--- config.mk ---
export PLATFORM = sky130hd
export DESIGN_NAME = gray_track_sync
export DESIGN_NICKNAME = d
export VERILOG_FILES = /design/src/rtl/gts_pkg.sv /design/src/rtl/gts_sync_chain.sv /design/src/rtl/gts_gray_to_bin.sv /design/src/rtl/gts_bin_to_gray.sv /design/src/rtl/gts_coarse_fix.sv /design/src/rtl/gray_track_sync.sv
export SDC_FILE = /design/constraint.sdc
export NUM_CORES = 1
export LEC_CHECK = 0
export BUFFER_PORTS_ARGS = -buffer_cell sky130_fd_sc_hd__buf_2
export CAP_MARGIN = 10
export CORE_ASPECT_RATIO = 2
export CORE_MARGIN = 10
export CORE_UTILIZATION = 50
export CTS_BUF_LIST = sky130_fd_sc_hd__clkbuf_16
export DETAILED_ROUTE_END_ITERATION = 16
export GPL_TIMING_DRIVEN = 0
export PLACE_DENSITY = 0.74
export SLEW_MARGIN = 0
export SYNTH_ARGS = -nofsm -noshare
export SYNTH_HDL_FRONTEND = slang
export SYNTH_SLANG_ARGS = --single-unit
export TNS_END_PERCENT = 5
--- constraint.sdc ---
create_clock -name clk_i -period 3.9 [get_ports clk_i]
set_input_delay 0.585 -clock clk_i [delete_from_list [all_inputs] [get_ports clk_i]]
set_output_delay 0.585 -clock clk_i [all_outputs]
set_load 0.005 [all_outputs]
--- src/rtl/gts_pkg.sv ---
package gts_pkg;

    localparam int unsigned COARSE_BITS = 11;
    localparam int unsigned FINE_BITS   = 4;
    localparam int unsigned SYNC_DEPTH  = 2;

    typedef enum logic [1:0] {
        QUAD_0 = 2'd0,
        QUAD_1 = 2'd1,
        QUAD_2 = 2'd2,
        QUAD_3 = 2'd3
    } quadrant_e;

    // Binary low bits of the position from the sine/cosine pair.
    function automatic quadrant_e quad_decode(input logic sin_bit, input logic cos_bit);
        return quadrant_e'({cos_bit, cos_bit ^ sin_bit});
    endfunction

endpackage

--- src/rtl/gts_sync_chain.sv ---
module gts_sync_chain #(
    parameter int unsigned WIDTH  = 8,
    parameter int unsigned STAGES = 2
) (
    input  logic             clk_i,
    input  logic             rst_i,
    input  logic [WIDTH-1:0] d_i,
    output logic [WIDTH-1:0] q_o
);

    logic [WIDTH-1:0] stage_d [STAGES];
    logic [WIDTH-1:0] stage_q [STAGES];

    always_comb begin
        stage_d[0] = d_i;
        for (int s = 1; s < STAGES; s++) begin
            stage_d[s] = stage_q[s-1];
        end
    end

    always_ff @(posedge clk_i) begin
        for (int s = 0; s < STAGES; s++) begin
            if (rst_i) begin
                stage_q[s] <= '0;
            end else begin
                stage_q[s] <= stage_d[s];
            end
        end
    end

    assign q_o = stage_q[STAGES-1];

endmodule

--- src/rtl/gts_gray_to_bin.sv ---
module gts_gray_to_bin #(
    parameter int unsigned WIDTH = 11
) (
    input  logic [WIDTH-1:0] gray_i,
    output logic [WIDTH-1:0] bin_o
);

    for (genvar i = 0; i < WIDTH; i++) begin : g_bit
        assign bin_o[i] = ^gray_i[WIDTH-1:i];
    end

endmodule

--- src/rtl/gts_bin_to_gray.sv ---
module gts_bin_to_gray #(
    parameter int unsigned WIDTH = 12
) (
    input  logic [WIDTH-1:0] bin_i,
    output logic [WIDTH-1:0] gray_o
);

    assign gray_o = bin_i ^ (bin_i >> 1);

endmodule

--- src/rtl/gts_coarse_fix.sv ---
module gts_coarse_fix
    import gts_pkg::*;
#(
    parameter int unsigned COARSE_W = 11
) (
    input  logic [COARSE_W-1:0] coarse_bin_i,
    input  quadrant_e           quad_i,
    input  logic                fix_en_i,
    output logic [COARSE_W:0]   pos_bin_o
);

    logic                bit1_want;
    logic                odd_quad;
    logic                mismatch;
    logic [COARSE_W-1:0] nudged;
    logic [COARSE_W-1:0] chosen;

    always_comb begin
        bit1_want = quad_i[1];
        odd_quad  = quad_i[0];
        mismatch  = coarse_bin_i[0] != bit1_want;
        // Even quadrant: coarse transition lagging, step forward.
        // Odd quadrant: coarse transition leading, step back.
        if (odd_quad) begin
            nudged = coarse_bin_i - COARSE_W'(1);
        end else begin
            nudged = coarse_bin_i + COARSE_W'(1);
        end
        chosen    = (fix_en_i && mismatch) ? nudged : coarse_bin_i;
        pos_bin_o = {chosen, odd_quad};
    end

endmodule

--- src/rtl/gray_track_sync.sv ---
module gray_track_sync
    import gts_pkg::*;
#(
    parameter int unsigned COARSE_W = COARSE_BITS,
    parameter int unsigned FINE_W   = FINE_BITS,
    parameter int unsigned SYNC_N   = SYNC_DEPTH
) (
    input  logic                       clk_i,
    input  logic                       rst_i,
    input  logic [COARSE_W-1:0]        coarse_i,
    input  logic                       quad_a_i,
    input  logic                       quad_b_i,
    input  logic [FINE_W-1:0]          fine_i,
    input  logic                       corr_en_i,
    output logic [COARSE_W+FINE_W:0]   pos_o
);

    localparam int unsigned UPPER_W = COARSE_W + 1;
    localparam int unsigned OUT_W   = UPPER_W + FINE_W;
    localparam int unsigned IN_W    = COARSE_W + FINE_W + 3;

    typedef struct packed {
        logic [OUT_W-1:0] word;
    } state_t;

    state_t state_d, state_q;

    logic [IN_W-1:0]     raw_vec;
    logic [IN_W-1:0]     sync_vec;
    logic                en_s;
    logic [COARSE_W-1:0] coarse_s;
    logic                qb_s;
    logic                qa_s;
    logic [FINE_W-1:0]   fine_s;
    quadrant_e           quad_s;
    logic [COARSE_W-1:0] coarse_bin;
    logic [UPPER_W-1:0]  fixed_bin;
    logic [UPPER_W-1:0]  fixed_gray;

    assign raw_vec = {corr_en_i, coarse_i, quad_b_i, quad_a_i, fine_i};

    gts_sync_chain #(
        .WIDTH  (IN_W),
        .STAGES (SYNC_N)
    ) u_sync (
        .clk_i (clk_i),
        .rst_i (rst_i),
        .d_i   (raw_vec),
        .q_o   (sync_vec)
    );

    assign {en_s, coarse_s, qb_s, qa_s, fine_s} = sync_vec;
    assign quad_s = quad_decode(qa_s, qb_s);

    gts_gray_to_bin #(
        .WIDTH (COARSE_W)
    ) u_g2b (
        .gray_i (coarse_s),
        .bin_o  (coarse_bin)
    );

    gts_coarse_fix #(
        .COARSE_W (COARSE_W)
    ) u_fix (
        .coarse_bin_i (coarse_bin),
        .quad_i       (quad_s),
        .fix_en_i     (en_s),
        .pos_bin_o    (fixed_bin)
    );

    gts_bin_to_gray #(
        .WIDTH (UPPER_W)
    ) u_b2g (
        .bin_i  (fixed_bin),
        .gray_o (fixed_gray)
    );

    always_comb begin
        state_d = state_q;
        if (en_s) begin
            state_d.word = {fixed_gray, fine_s};
        end else begin
            state_d.word = {coarse_s, qa_s, fine_s};
        end
    end

    always_ff @(posedge clk_i) begin
        if (rst_i) begin
            state_q <= '0;
        end else begin
            state_q <= state_d;
        end
    end

    assign pos_o = state_q.word;

endmodule

Word level (Yosys, flattened, before mapping)
Memories as Yosys holds them, arrays and structs flattened. Index checks and enable logic that the tools add are counted.

Add/subtract/negate cells: 2. Equality and inequality tests: 1. Muxes and demuxes: 8. Bitwise gates (word level): 4. Reduce and logical (&&, ||, !) cells: 11.

Operators by type and width (count): 2-to-1 mux 18 bit (2); 2-to-1 mux 11 bit (2); 2-to-1 mux 16 bit (1); bitwise XOR 12 x 11 -> 12 bit (1); adder 11 x 1 -> 11 bit (second input constant) (1); parity 11 bit (1); subtractor 11 x 1 -> 11 bit (second input constant) (1); parity 10 bit (1); parity 9 bit (1); parity 8 bit (1); parity 7 bit (1); parity 6 bit (1); parity 5 bit (1); parity 4 bit (1); 2-to-1 mux 1 bit (3); parity 3 bit (1); OR 1 bit (2); parity 2 bit (1); logical AND 1 bit (1); inequality test 1 bit (1); bitwise XOR 1 bit (1).

Flip-flop bits (word level): 16. RAM bits: 36. Output and inout bits: 16. Word-level logic and storage cells: 28. Memories kept: 1.

Memory list: u_sync.stage_q (depth 2, bits a word 18, rd ports 2, clocked after Yosys merged registers in 0, write ports 2, RTL line gts_sync_chain.sv:12) `logic [WIDTH-1:0] stage_q [STAGES];`.

Depth between registers and ports, before layout
Depth in word-level cells: 6. Gate-level depth with buffers: 13. Gate-level depth less buffers: 13.

By module
A second synthesis with hierarchy kept.

Cell total of the unflattened synthesis: 243. Area, all modules: 2449.8 µm².

Modules (own cells, without submodules): gts_sync_chain (instances 1, cells an instance 75, area each 994.7 µm², sequential area each 720.7 µm²); gts_coarse_fix (instances 1, cells an instance 91, area each 603.1 µm², sequential area each 0.0 µm²); gray_track_sync (instances 1, cells an instance 47, area each 535.5 µm², sequential area each 320.3 µm²); gts_gray_to_bin (instances 1, cells an instance 18, area each 212.7 µm², sequential area each 0.0 µm²); gts_bin_to_gray (instances 1, cells an instance 12, area each 103.8 µm², sequential area each 0.0 µm²).

Least setup slack after synthesis
OpenSTA, ideal clock, no wires.

Kind: reg-to-reg. From: memory u_sync.stage_q[1][16] in the netlist's numbering. To: register state_q (netlist bit pos_o[14]). Arrival time: 3692 ps. Path slack: 123 ps. Cell stages (with the launch flop): 14. Buffers on the path: 0. Period minus slack after synthesis: 3777 ps. Cells stage by stage: dfxtp_1 > xnor3_2 > xnor3_2 > xor2_1 > xnor2_1 > fa_1 > nand3_1 > a31oi_1 > o41ai_1 > mux2i_1 > nand3_1 > xor2_1 > xor2_1 > a211oi_1.

RTL lines: from (decl) (RTL line gts_sync_chain.sv:12); to (signal assigned) (RTL line gray_track_sync.sv:91) `state_q <= state_d;`; to (decl) (RTL line gray_track_sync.sv:26) `state_t state_d, state_q;`.

==> impl_metrics.json <==
{
  "path_clk_slew_ns": 0.07,
  "setup-violations-final": 0,
  "post-dp-hpwl_mm": 3.55,
  "clkLatencyLatePin_ns": 0.29,
  "synth_seq_cells": 52,
  "synth_area_per_cell_um2": 9.97,
  "die_y_um": 118,
  "critPathCaptureType": "flop",
  "hold_viol": 0,
  "synth_area_leader_cell": "dfxtp_1",
  "cp_max_fo": 6,
  "routed_wl_mm": 5.02,
  "overflow": 0,
  "fp.dieW_um": 68.8,
  "min_path_type": "flop to flop",
  "netlist_area_um2": 2380,
  "drv_cap": 0,
  "peakVddDrop_mv": 0.424,
  "yosysWarnings": 0,
  "first_iter_violations": 66,
  "arrival_ns": 4.00,
  "slowest_stage": "xnor3_2",
  "yosys.area.top_type_share_pct": 43.7,
  "syn_inst": 239,
  "syn-num-nets": 269,
  "drtAntennaViolNets": 0,
  "start_kind": "flop",
  "total_power_mw": 1.61,
  "min_period_ns": 3.79,
  "numCtsBuffers": 5,
  "grt_max_degree": 18,
  "yosys.cell_types.count": 45,
  "max_freq_mhz": 264,
  "vias": 1836,
  "crit_type": "flop to flop",
  "post-route-period-util_pct": 97.1,
  "cts_root_buffer": "clkbuf_16",
  "num_rows": 35,
  "synth_flop_cell": "dfxtp_1",
  "htree_num_levels": 2,
  "num_io_pins": 36,
  "powerDensity_nw_per_um2": 536,
  "cts_sinks": 52,
  "synth_edf_count": 0,
  "hold_depth": 1,
  "ctsHoldBuffers": 0,
  "power_leakage_nw": 1.38,
  "maxSlewViolCount": 0,
  "path_depth": 13,
  "wl_per_cell_um": 14.3,
  "routed_via_density": 5.25,
  "synth-async-reset-ratio_pct": 0,
  "grt_pass1_vias": 1791,
  "drcViolationCount": 0,
  "dr.pass1.iters": 4,
  "cp_num_buf_inv": 0,
  "cts_tree": "done",
  "synthAdderAreaFrac_pct": 5.56,
  "grt_usage_pct": 12.8,
  "required_ns": 4.11,
  "antenna_cells": 0,
  "cp_top_family": "XOR/XNOR gates",
  "clockBufferDepth": 2,
  "drive_gt1_share_pct": 28.8,
  "gp_congestion": 0.878,
  "synth.area.mux_share_pct": 2.52,
  "synth_seq_area_share_pct": 43.7,
  "grt_pass1_wl_mm": 8.25,
  "slew_headroom_pct": 60.4,
  "placed_cell_area_um2": 2630,
  "r2r_cells": 13,
  "finalInstanceArea_um2": 3010,
  "initial_core_util_pct": 51.8,
  "antenna_found_initial": 0,
  "coreArea_um2": 4600,
  "synth_xor_area_share_pct": 14.2,
  "synth_compound_area_share_pct": 10.1,
  "hold_slack_ns": 0.431,
  "path_cells": "xnor3_2, xnor3_2, xor2_4, xnor2_2, ha_2, a21oi_1, o21bai_1, a21o_1, a21o_1, a211oi_2, mux2i_2, or3_1, a21oi_2",
  "outcome": "finished clean",
  "fillers": 388,
  "synth-simple-area-share_pct": 21.2,
  "critPathMaxStageDelay_ns": 0.49,
  "synth_top_family_by_area": "simple AND/OR/NAND/NOR gates",
  "nets": 324,
  "io_buffers": 35,
  "synth.area.top_cells": "dfxtp_1 (44%), nor2b_1 (11%), ha_1 (4.7%)",
  "die_area_um2": 8100,
  "skew_ns": 0.00841,
  "worst_slew_pin_slew_ns": 0.593,
  "syn2layout_area_growth_pct": 26.4
}
-- cells by family (layout without fill, tap and decap cells) --
family | after synthesis | after routing
compound gates | 36 | 36
flops | 52 | 52
buf+inv | 15 | 71
fa+ha+maj | 10 | 10
simple gates | 90 | 90
xor+xnor | 30 | 30
mux | 6 | 6
-- per-layer routing --
metal	GRT usage (%)	vias to the layer above	share of wire (%)
met5	0	-	0
met4	5.46	0	2.7
met3	2.96	11	4.2
met2	23.0	49	56
met1	13.0	853	37
li1	-	923	-
-- worst register-to-register path: stages, from the launching register on --
cell and delay [ns]:
dfxtp_1 0.32, xnor3_2 0.47, xnor3_2 0.49, xor2_4 0.33, xnor2_2 0.16, ha_2 0.33
a21oi_1 0.18, o21bai_1 0.10, a21o_1 0.23, a21o_1 0.19, a211oi_2 0.26, mux2i_2 0.12
or3_1 0.37, a21oi_2 0.17
-- repair_timing --
| action | CTS | global route |
|---|---|---|
| pin swaps | 2 | 12 |
| gates resized for setup | 4 | 18 |
| endpoints found under the setup margin | 7 | 5 |
| cloned | 0 | 0 |
| buffers inserted | 1 | 11 |
-- synthesized netlist by cell type, types with 2 or more instances --
library cell   n
a211oi_1       3
a21o_1         4
a21oi_1       11
and3_1         2
and4_1         2
clkbuf_1       5
dfxtp_1       52
ha_1           9
inv_1          7
mux2i_1        6
nand2_1        3
nand3_1       10
nor2_1        20
nor2b_1       41
nor3_1         3
nor3b_1        2
o21ai_0        7
xnor2_1       12
xnor2_2        2
xnor3_2        2
xor2_1        12
-- through the flow --
step                setup TNS [ns]  worst slack [ns]  cells  utilization [%]
finish                           0             0.112    350             65.5
floorplan                        0             0.123    239                -
CTS                              0            0.0505    338             61.3
global placement             -1.69            -0.480    329             57.1
detailed placement           -1.84            -0.492    329             57.1
global route                -0.211            -0.102    350             65.5
-- final timing paths --
kind | from | endpoint | slack (ns)
max | u_sync.stage_q[1][14] | pos_o[11] | 0.11
max reg2reg | u_sync.stage_q[1][14] | pos_o[11] | 0.11
min | u_sync.stage_q[0][7] | u_sync.stage_q[1][7] | 0.43
min reg2reg | u_sync.stage_q[0][7] | u_sync.stage_q[1][7] | 0.43
-- layout by cell type (no fill, tap or decap), types with 3 or more instances in the layout --
cell type / netlist / layout
a211oi_1: 3 / 3
a21o_1: 4 / 4
a21oi_1: 11 / 9
buf_2: 1 / 36
buf_4: 0 / 12
clkbuf_1: 5 / 5
clkbuf_16: 0 / 5
dfxtp_1: 52 / 51
ha_1: 9 / 7
inv_1: 7 / 6
mux2i_1: 6 / 5
nand2_1: 3 / 3
nand3_1: 10 / 9
nor2_1: 20 / 20
nor2b_1: 41 / 41
nor3_1: 3 / 3
o21ai_0: 7 / 7
xnor2_1: 12 / 10
xor2_1: 12 / 9
-- flip-flops by register name, summed over array words and instances, names as in the netlist --
signal and count:
pos_o 16, u_sync.stage_q 36
-- power by group --
part           internal (mW)  switching (mW)  leakage, nW  total, mW
Clock                  0.240           0.196       0.0760      0.436
Combinational          0.288           0.313        0.871      0.601
Sequential             0.566          0.0104        0.430      0.577
-- layout make-up --
cell class              count  area (um2)  area share, %
flip-flops and latches     52        1040           34.6
clock buffers               5         125           4.15
multi-input cells         172        1400           46.6
repair buffers             48         285           9.47
inverters                   7        26.3          0.872
clock inverters             3        21.3          0.706
well taps                  55        68.8           2.29
plain buffers               8        38.8           1.29
Note: power is estimated with default switching activity, not from simulation.
